## src/rtl/sar_seq_pkg.sv

```systemverilog
// Shared types and code tables for the converter phase sequencer.
// Assumes code widths are fixed at 3 bits for the adder/averaging
// selects and 2 bits for the divisor select.
package sar_seq_pkg;

    localparam int LSMP_SEL_W = 3;
    localparam int AVG_SEL_W  = 3;
    localparam int DIV_SEL_W  = 2;

    typedef enum logic [2:0] {
        ST_IDLE,
        ST_SU_BUS,
        ST_SU_ADCK,
        ST_SAMPLE,
        ST_CONVERT
    } seq_state_e;

    typedef struct packed {
        logic                  hs;
        logic [LSMP_SEL_W-1:0] lsmp_sel;
        logic [AVG_SEL_W-1:0]  avg_sel;
        logic [DIV_SEL_W-1:0]  div_sel;
    } seq_cfg_t;

    // Extra acquire cycles for an extended-acquire code.
    function automatic int unsigned lsmp_extra(input logic [LSMP_SEL_W-1:0] code);
        case (code)
            3'd0:    return 0;
            3'd1:    return 2;
            3'd2:    return 6;
            3'd3:    return 12;
            default: return 20;
        endcase
    endfunction

    // Number of averaged samples for an averaging code.
    function automatic int unsigned avg_count(input logic [AVG_SEL_W-1:0] code);
        case (code)
            3'd0:    return 1;
            3'd1:    return 4;
            3'd2:    return 8;
            3'd3:    return 16;
            default: return 32;
        endcase
    endfunction

endpackage

```

## src/rtl/sar_seq_prescaler.sv

```systemverilog
// Converter-clock enable generator.
// Produces a one-bus-cycle tick every 2**div_sel bus cycles while run is
// high; the phase counter is held at zero while run is low so every
// converter-clocked phase starts on a fresh divided period.
module sar_seq_prescaler #(
    parameter int DIV_SEL_W = 2
) (
    input  logic                 clk,
    input  logic                 rst_n,
    input  logic                 run,
    input  logic [DIV_SEL_W-1:0] div_sel,
    output logic                 tick
);
    localparam int MAX_DIV = 1 << ((1 << DIV_SEL_W) - 1);
    localparam int PRE_W   = (MAX_DIV > 1) ? $clog2(MAX_DIV) : 1;

    logic [PRE_W-1:0] pre;
    logic [PRE_W-1:0] divm1;

    // Terminal count for the selected divisor.
    always_comb divm1 = PRE_W'((32'd1 << div_sel) - 32'd1);

    // Tick when the divided period completes.
    always_comb tick = run && (pre == divm1);

    // Phase counter: cleared when idle or at period end.
    always_ff @(posedge clk) begin
        if (!rst_n)             pre <= '0;
        else if (!run || tick)  pre <= '0;
        else                    pre <= pre + 1'b1;
    end

    p_pre_bound_r8: assert property (@(posedge clk) disable iff (!rst_n)
        run |-> (pre <= divm1));

    p_tick_gap_r8: assert property (@(posedge clk) disable iff (!rst_n)
        (tick && run && $past(run) && (divm1 != '0)) |=> !tick);

endmodule

```

## src/rtl/sar_seq_avg_tracker.sv

```systemverilog
// Averaged-sample counter.
// Loaded with N-1 at the start of each conversion, decremented at the end
// of each non-final sample; last is high while the final sample runs.
module sar_seq_avg_tracker
    import sar_seq_pkg::*;
#(
    parameter int SEL_W   = AVG_SEL_W,
    parameter int MAX_AVG = 32
) (
    input  logic             clk,
    input  logic             rst_n,
    input  logic             load,
    input  logic             dec,
    input  logic [SEL_W-1:0] sel,
    output logic             last
);
    localparam int REM_W = $clog2(MAX_AVG);

    logic [REM_W-1:0] rem;

    // Remaining-sample count.
    always_ff @(posedge clk) begin
        if (!rst_n)     rem <= '0;
        else if (load)  rem <= REM_W'(avg_count(sel) - 1);
        else if (dec)   rem <= rem - 1'b1;
    end

    // Final sample flag.
    always_comb last = (rem == '0);

    p_avg_no_underflow_r6: assert property (@(posedge clk) disable iff (!rst_n)
        dec |-> (rem != '0));

    p_load_dec_excl_r6: assert property (@(posedge clk) disable iff (!rst_n)
        !(load && dec));

endmodule

```

## src/rtl/sar_seq_phase_ctrl.sv

```systemverilog
// Phase state machine of the converter sequencer.
// Accepts a start only when idle, captures the configuration, runs the
// bus-clocked and converter-clocked warm-up, then alternates acquire and
// resolve windows. Assumes adck_tick comes from a prescaler that is held
// while adck_run is low.
module sar_seq_phase_ctrl
    import sar_seq_pkg::*;
#(
    parameter int CNT_W       = 6,
    parameter int SU_BUS_CYC  = 5,
    parameter int SU_ADCK_CYC = 5,
    parameter int BASE_SAMPLE = 4,
    parameter int FIRST_ADD   = 2,
    parameter int HS_ADD      = 2,
    parameter int BCT         = 25
) (
    input  logic     clk,
    input  logic     rst_n,
    input  logic     start,
    input  logic     cont_en,
    input  seq_cfg_t cfg_in,
    input  logic     adck_tick,
    input  logic     last_sample,
    output seq_cfg_t cfg_q,
    output logic     adck_run,
    output logic     avg_load,
    output logic     avg_dec,
    output logic     busy,
    output logic     ph_startup,
    output logic     ph_sample,
    output logic     ph_convert,
    output logic     done
);
    localparam int CONV_LEN     = BCT - BASE_SAMPLE;
    localparam int SU_ADCK_PART = SU_ADCK_CYC - FIRST_ADD;

    seq_state_e       state;
    logic [CNT_W-1:0] cnt;
    logic             accept;
    logic             conv_end;

    // Reload value (length minus one) of an acquire window.
    function automatic logic [CNT_W-1:0] samp_reload(input logic first,
                                                     input seq_cfg_t c);
        return CNT_W'(BASE_SAMPLE + (first ? FIRST_ADD : 0)
                      + (c.hs ? HS_ADD : 0) + int'(lsmp_extra(c.lsmp_sel)) - 1);
    endfunction

    // Start acceptance and end-of-conversion events.
    always_comb begin
        accept   = (state == ST_IDLE) && start;
        conv_end = (state == ST_CONVERT) && adck_tick && (cnt == '0);
    end

    // Averaging counter controls.
    always_comb begin
        avg_load = accept || (conv_end && last_sample && cont_en);
        avg_dec  = conv_end && !last_sample;
    end

    // Phase strobes and prescaler enable decoded from state.
    always_comb begin
        busy       = (state != ST_IDLE);
        ph_startup = (state == ST_SU_BUS) || (state == ST_SU_ADCK);
        ph_sample  = (state == ST_SAMPLE);
        ph_convert = (state == ST_CONVERT);
        adck_run   = (state == ST_SU_ADCK) || ph_sample || ph_convert;
    end

    // State, phase counter, captured configuration and done pulse.
    always_ff @(posedge clk) begin
        if (!rst_n) begin
            state <= ST_IDLE;
            cnt   <= '0;
            cfg_q <= '0;
            done  <= 1'b0;
        end else begin
            done <= 1'b0;
            case (state)
                ST_IDLE: begin
                    if (start) begin
                        cfg_q <= cfg_in;
                        state <= ST_SU_BUS;
                        cnt   <= CNT_W'(SU_BUS_CYC - 1);
                    end
                end
                ST_SU_BUS: begin
                    if (cnt == '0) begin
                        state <= ST_SU_ADCK;
                        cnt   <= CNT_W'(SU_ADCK_PART - 1);
                    end else begin
                        cnt <= cnt - 1'b1;
                    end
                end
                ST_SU_ADCK: begin
                    if (adck_tick) begin
                        if (cnt == '0) begin
                            state <= ST_SAMPLE;
                            cnt   <= samp_reload(1'b1, cfg_q);
                        end else begin
                            cnt <= cnt - 1'b1;
                        end
                    end
                end
                ST_SAMPLE: begin
                    if (adck_tick) begin
                        if (cnt == '0) begin
                            state <= ST_CONVERT;
                            cnt   <= CNT_W'(CONV_LEN - 1);
                        end else begin
                            cnt <= cnt - 1'b1;
                        end
                    end
                end
                ST_CONVERT: begin
                    if (adck_tick) begin
                        if (cnt == '0) begin
                            if (!last_sample) begin
                                state <= ST_SAMPLE;
                                cnt   <= samp_reload(1'b0, cfg_q);
                            end else begin
                                done <= 1'b1;
                                if (cont_en) begin
                                    state <= ST_SAMPLE;
                                    cnt   <= samp_reload(1'b0, cfg_q);
                                end else begin
                                    state <= ST_IDLE;
                                end
                            end
                        end else begin
                            cnt <= cnt - 1'b1;
                        end
                    end
                end
                default: state <= ST_IDLE;
            endcase
        end
    end

    p_start_ignored_r9: assert property (@(posedge clk) disable iff (!rst_n)
        (state != ST_IDLE && state != ST_SU_BUS) |=> (state != ST_SU_BUS));

    p_cfg_held_r9: assert property (@(posedge clk) disable iff (!rst_n)
        (state != ST_IDLE) |=> $stable(cfg_q));

    p_done_next_r10: assert property (@(posedge clk) disable iff (!rst_n)
        done |-> (state == ST_IDLE || state == ST_SAMPLE));

    p_done_pulse_r11: assert property (@(posedge clk) disable iff (!rst_n)
        done |=> !done);

    p_busy_fall_r11: assert property (@(posedge clk) disable iff (!rst_n)
        $fell(busy) |-> done);

    p_strobe_excl_r12: assert property (@(posedge clk) disable iff (!rst_n)
        busy |-> ($countones({ph_startup, ph_sample, ph_convert}) == 1));

endmodule

```

## src/rtl/sar_conv_sequencer.sv

```systemverilog
// Top of the converter phase sequencer.
// Ties the phase state machine to the converter-clock prescaler and the
// averaged-sample counter. Assumes start is a synchronous one-cycle pulse
// and that configuration inputs are valid in the cycle start is high.
module sar_conv_sequencer
    import sar_seq_pkg::*;
#(
    parameter int CNT_W       = 6,
    parameter int SU_BUS_CYC  = 5,
    parameter int SU_ADCK_CYC = 5,
    parameter int BASE_SAMPLE = 4,
    parameter int FIRST_ADD   = 2,
    parameter int HS_ADD      = 2,
    parameter int BCT         = 25,
    parameter int MAX_AVG     = 32
) (
    input  logic                  clk,
    input  logic                  rst_n,
    input  logic                  start,
    input  logic                  cont_en,
    input  logic                  hs_en,
    input  logic [LSMP_SEL_W-1:0] lsmp_sel,
    input  logic [AVG_SEL_W-1:0]  avg_sel,
    input  logic [DIV_SEL_W-1:0]  div_sel,
    output logic                  busy,
    output logic                  ph_startup,
    output logic                  ph_sample,
    output logic                  ph_convert,
    output logic                  done
);
    seq_cfg_t cfg_in;
    seq_cfg_t cfg_q;
    logic     adck_run;
    logic     adck_tick;
    logic     avg_load;
    logic     avg_dec;
    logic     last_sample;

    // Bundle the configuration inputs for capture at start.
    always_comb begin
        cfg_in.hs       = hs_en;
        cfg_in.lsmp_sel = lsmp_sel;
        cfg_in.avg_sel  = avg_sel;
        cfg_in.div_sel  = div_sel;
    end

    sar_seq_phase_ctrl #(
        .CNT_W       (CNT_W),
        .SU_BUS_CYC  (SU_BUS_CYC),
        .SU_ADCK_CYC (SU_ADCK_CYC),
        .BASE_SAMPLE (BASE_SAMPLE),
        .FIRST_ADD   (FIRST_ADD),
        .HS_ADD      (HS_ADD),
        .BCT         (BCT)
    ) u_ctrl (
        .clk         (clk),
        .rst_n       (rst_n),
        .start       (start),
        .cont_en     (cont_en),
        .cfg_in      (cfg_in),
        .adck_tick   (adck_tick),
        .last_sample (last_sample),
        .cfg_q       (cfg_q),
        .adck_run    (adck_run),
        .avg_load    (avg_load),
        .avg_dec     (avg_dec),
        .busy        (busy),
        .ph_startup  (ph_startup),
        .ph_sample   (ph_sample),
        .ph_convert  (ph_convert),
        .done        (done)
    );

    sar_seq_prescaler #(
        .DIV_SEL_W (DIV_SEL_W)
    ) u_div (
        .clk     (clk),
        .rst_n   (rst_n),
        .run     (adck_run),
        .div_sel (cfg_q.div_sel),
        .tick    (adck_tick)
    );

    sar_seq_avg_tracker #(
        .SEL_W   (AVG_SEL_W),
        .MAX_AVG (MAX_AVG)
    ) u_avg (
        .clk   (clk),
        .rst_n (rst_n),
        .load  (avg_load),
        .dec   (avg_dec),
        .sel   (avg_load ? avg_sel_src() : cfg_q.avg_sel),
        .last  (last_sample)
    );

    // Averaging code to load: the live input on a fresh start, else the
    // captured value for continuous restarts.
    function automatic logic [AVG_SEL_W-1:0] avg_sel_src();
        return busy ? cfg_q.avg_sel : avg_sel;
    endfunction

endmodule

```

## config.mk

```make
export PLATFORM = sky130hd
export DESIGN_NAME = sar_conv_sequencer
export DESIGN_NICKNAME = d
export VERILOG_FILES = /design/src/rtl/sar_seq_pkg.sv /design/src/rtl/sar_seq_prescaler.sv /design/src/rtl/sar_seq_avg_tracker.sv /design/src/rtl/sar_seq_phase_ctrl.sv /design/src/rtl/sar_conv_sequencer.sv
export SDC_FILE = /design/constraint.sdc
export NUM_CORES = 1
export LEC_CHECK = 0
export ABC_AREA = 1
export BUFFER_PORTS_ARGS = -buffer_cell sky130_fd_sc_hd__buf_2
export CORE_MARGIN = 3
export CORE_UTILIZATION = 59
export DETAILED_ROUTE_END_ITERATION = 8
export HOLD_SLACK_MARGIN = 0.15
export PLACE_DENSITY = 0.84
export SYNTH_ARGS = -nofsm -noshare
export SYNTH_HDL_FRONTEND = slang
export SYNTH_HIERARCHICAL = 1
export SYNTH_SLANG_ARGS = --single-unit
```

## constraint.sdc

```tcl
create_clock -name clk -period 6.86 [get_ports clk]
set_input_delay 0.686 -clock clk [delete_from_list [all_inputs] [get_ports clk]]
set_output_delay 0.686 -clock clk [all_outputs]
set_load 0.03 [all_outputs]
```

==> metrics.md <==
| Metric | Value |
|---|---|
| Ports | 18 |
| Final setup skew | 7.07 ps |
| Top-count cell post-synth | nand2_1 |
| Compound-cell area share of the yosys netlist | 13.8% |
| CTS Hold Bufs | 0 |
| # DRC | 0 |
| Fin. Hold Viols | 0 |
| DP Worst Slack | 3780 ps |
| Clk pwr share | 7.6% |
| Worst rel slew slack | 57.3% |
| Fmax | 328 MHz |
| Hold path depth | 2 |
| Post-CTS setup buffer count | 0 |
| Worst Reg-to-Reg Cells | 20 |
| Number of iterations in the first detailed-routing pass | 4 |
| Clock sink count | 27 |
| Share of the synthesized area in the top cell type | 26.6% |
| Post-Synthesis Cells | 321 |
| First-pass GRT wire length | 7.71 mm |
| Worst hold path type | reg -> reg |
| Hold path endpoint | u_ctrl/cfg_q[3]$_SDFFE_PN0P_ |
| Die Wd | 64.7 µm |
| Critical path arrival | 3310 ps |
| Hold WS | 473 ps |
| # port buffers | 17 |
| Synth unique cells | 31 |
| Worst r2r src | u_ctrl/state[2]$_SDFFE_PN0P_ |
| Grt total ovfl | 0 |
| Yosys reg bits | 27 |
| Req. time, crit path | 7120 ps |
| Critical path cell sequence | nand2_4, nand2_4, inv_1, nor2_1, nand4_1, o21ai_1, nand2_2, nand2_1, nand2_1, nor2_1, nand2_1, nand2_1, inv_1, ha_1, nand3_2, nor2_1, nand2_1, nand3_1, nand2_1, inv_1 |
| Leakage | 1.14 nW |
| Final #Nets | 367 |
| CP max stage delay | 610 ps |
| Adder-Cell Fraction of Synth Area | 8.62% |
| Reg2Reg Capture Point | u_avg/rem[4]$_SDFFE_PN0P_ |
| Synth Flop Type | dfxtp_1 |
| Power share of the combinational group | 66.9% |
| Syn Area/Cell | 6.33 µm² |
| Crit-path max FO | 9 |
| Pins over their slew limit | 0 |
| Cell mode on critical path | nand2_1 |
| Total CTS buffers | 3 |
| Peak supply drop | 0.000207 V |
| Initial drt markers | 81 |
| CTS tree | yes |
| Internal power | 0.454 mW |
| PD cells | 450 nW/µm² |
| Total power | 0.984 mW |
| CP startpoint | u_ctrl/state[2]$_SDFFE_PN0P_ |
| Initial Util | 64.0% |
| Tmin final | 3050 ps |
| Setup TNS | 0 ps |
| Cell taking the most area after synthesis | dfxtp_1 |
| Core Util, Final | 68.8% |
| Status | completed |
| Number of flops mapped to enable cells by yosys | 0 |
| Post-CTS Resized | 0 |
| Worst hold start | u_ctrl/cfg_q[3]$_SDFFE_PN0P_ |
| Die ar. | 4190 µm² |
| Flop-to-flop setup slack | 3810 ps |
| Worst Tran Pin Value | 636 ps |
| Sequential fraction of the synthesis area | 26.6% |
| Initial antenna violation count | 0 |
| Critical path type | reg -> reg |
| Core ar. | 3180 µm² |
| Vias in the first global route | 1855 |
| Main combinational cell family by area after synthesis | simple AND/OR/NAND/NOR gates |
| DR vias | 1906 |
| Post-DR wirelength/cell | 10.9 µm |
| P_sw | 0.529 mW |
| Synth warn | 6 |
| DPL Wire Length | 3.22 mm |
| Ant diodes | 0 |
| Clk_lat worst skew | 340 ps |
| DR vias/cell | 4.98 |
| Sequential fraction of design power | 25.6% |
| Sw frac | 53.8% |
| Setup crit start kind | flop |
| Final WS setup | 3810 ps |
| Share of layout cells above drive strength 1 | 14.7% |
| Largest net degree at the start of global routing | 20 |
| GPL Wtd Cong | 0.869 |
| H-tree levels | 1 |
| Tot GR Track Use | 22.8% |
| Mapped Nets | 348 |
| Synthesized cell area | 2030 µm² |
| Site Rows | 20 |
| Critical path endpoint category | flop |
| Final WL | 4.17 mm |
| Mux contribution to synthesized area | 0% |
| Asr flop ratio synth | 0% |
| Slowest CP cell | dfxtp_1 |
| RSZ-0062 raised after global routing | false |
| Antenna Nets Post-Route | 0 |
| Root Buffer | clkbuf_4 |
| Most common library cells after synthesis | 80 x nand2_1, 60 x inv_1, 27 x dfxtp_1, 26 x nor2_1, 22 x a21oi_1 |
| Max-cap violations | 0 |
| Period utilization | 44.4% |
| Vert. Die Dim | 64.7 µm |
| Setup violations, final | 0 |
| CTS Buffer Depth | 2 |
| Largest cells by area after synthesis | dfxtp_1 27%, nand2_1 15%, inv_1 11%, ha_1 8.6%, a21oi_1 5.4% |
| Layout overhead on the synthesized area | 7.57% |
| XOR/XNOR Fraction of Synth Area | 2.15% |
| Synth Area in Simple Gates | 35.7% |
| Worst-path clk slew | 160 ps |
cell families after synthesis:
kind of cell	count (synthesis)
AND/OR/NAND/NOR	153
XOR/XNOR	5
flip-flops	27
AO/OA/AOI/OAI	53
buffers and inverters	69
adder cells (fa/ha/maj)	14
flip-flops by register name, summed over array words and instances (netlist names):
signal	cells
u_ctrl/state	3
u_ctrl/done	1
u_div/pre	3
u_ctrl/cfg_q	9
u_avg/rem	5
u_ctrl/cnt	6
cell usage in the layout (no fill, tap or decap), types with 2 or more instances in the layout:
cell type and count:
nand2_1 80, inv_1 60, dfxtp_1 27, nor2_1 26, a21oi_1 22, nand3_1 21
o21ai_0 21, buf_2 17, ha_1 14, nand2_2 7, o21ai_1 6, inv_2 5
nor2_2 5, nand3_2 4, clkbuf_4 3, nand2_4 3, xnor2_1 3, xor2_1 2
worst max-delay path: cells and delay by family, from the launching register on:
family	cells	cell delay, ps
AND/OR/NAND/NOR	15	1480
flip-flops	1	610
AO/OA/AOI/OAI	1	560
adder cells (fa/ha/maj)	1	190
buffers and inverters	3	120
worst max-delay path by stage:
stage | to | cells past startpoint | slack, ps
floorplan | u_avg/rem[4]$_SDFFE_PN0P_ | 19 | 4230
global placement | u_avg/rem[4]$_SDFFE_PN0P_ | 17 | 3900
detailed placement | u_avg/rem[4]$_SDFFE_PN0P_ | 17 | 3780
CTS | u_avg/rem[4]$_SDFFE_PN0P_ | 20 | 3850
global route | u_avg/rem[4]$_SDFFE_PN0P_ | 20 | 3510
finish | u_avg/rem[4]$_SDFFE_PN0P_ | 20 | 3810
per-stage QoR:
step / area [µm²] / instances
2_1_floorplan: 2030 / 321
3_3_place_gp: 2160 / 379
3_5_place_dp: 2160 / 379
4_1_cts: 2190 / 383
5_1_grt: 2190 / 383
6_report: 2190 / 383
layer usage:
| layer | GRT usage (%) | part of all wire, % |
|---|---|---|
| met2 | 39.6 | 45 |
| met1 | 28.3 | 51 |
| met3 | 3.64 | 2.9 |
| met4 | 7.92 | 0.89 |
| met5 | 0 | 0 |
power groups by stage:
stage / sequential [mW] / clock, mW / combinational [mW]
2_1_floorplan: 0.239 / 0 / 0.542
3_3_place_gp: 0.253 / 0 / 0.638
3_5_place_dp: 0.254 / 0 / 0.652
4_1_cts: 0.251 / 0.0756 / 0.654
5_1_grt: 0.258 / 0.0824 / 0.760
6_report: 0.251 / 0.0746 / 0.658
final cells by class:
| class | count | area (µm²) |
|---|---|---|
| clock inverters | 1 | 7.51 |
| repair buffers | 17 | 85.1 |
| flip-flops and latches | 27 | 541 |
| clock buffers | 3 | 22.5 |
| fillers | 308 | 991 |
| well taps | 44 | 55.1 |
| inverters | 66 | 250 |
| multi-input cells | 225 | 1230 |
Note: power is estimated with default switching activity, not from simulation.
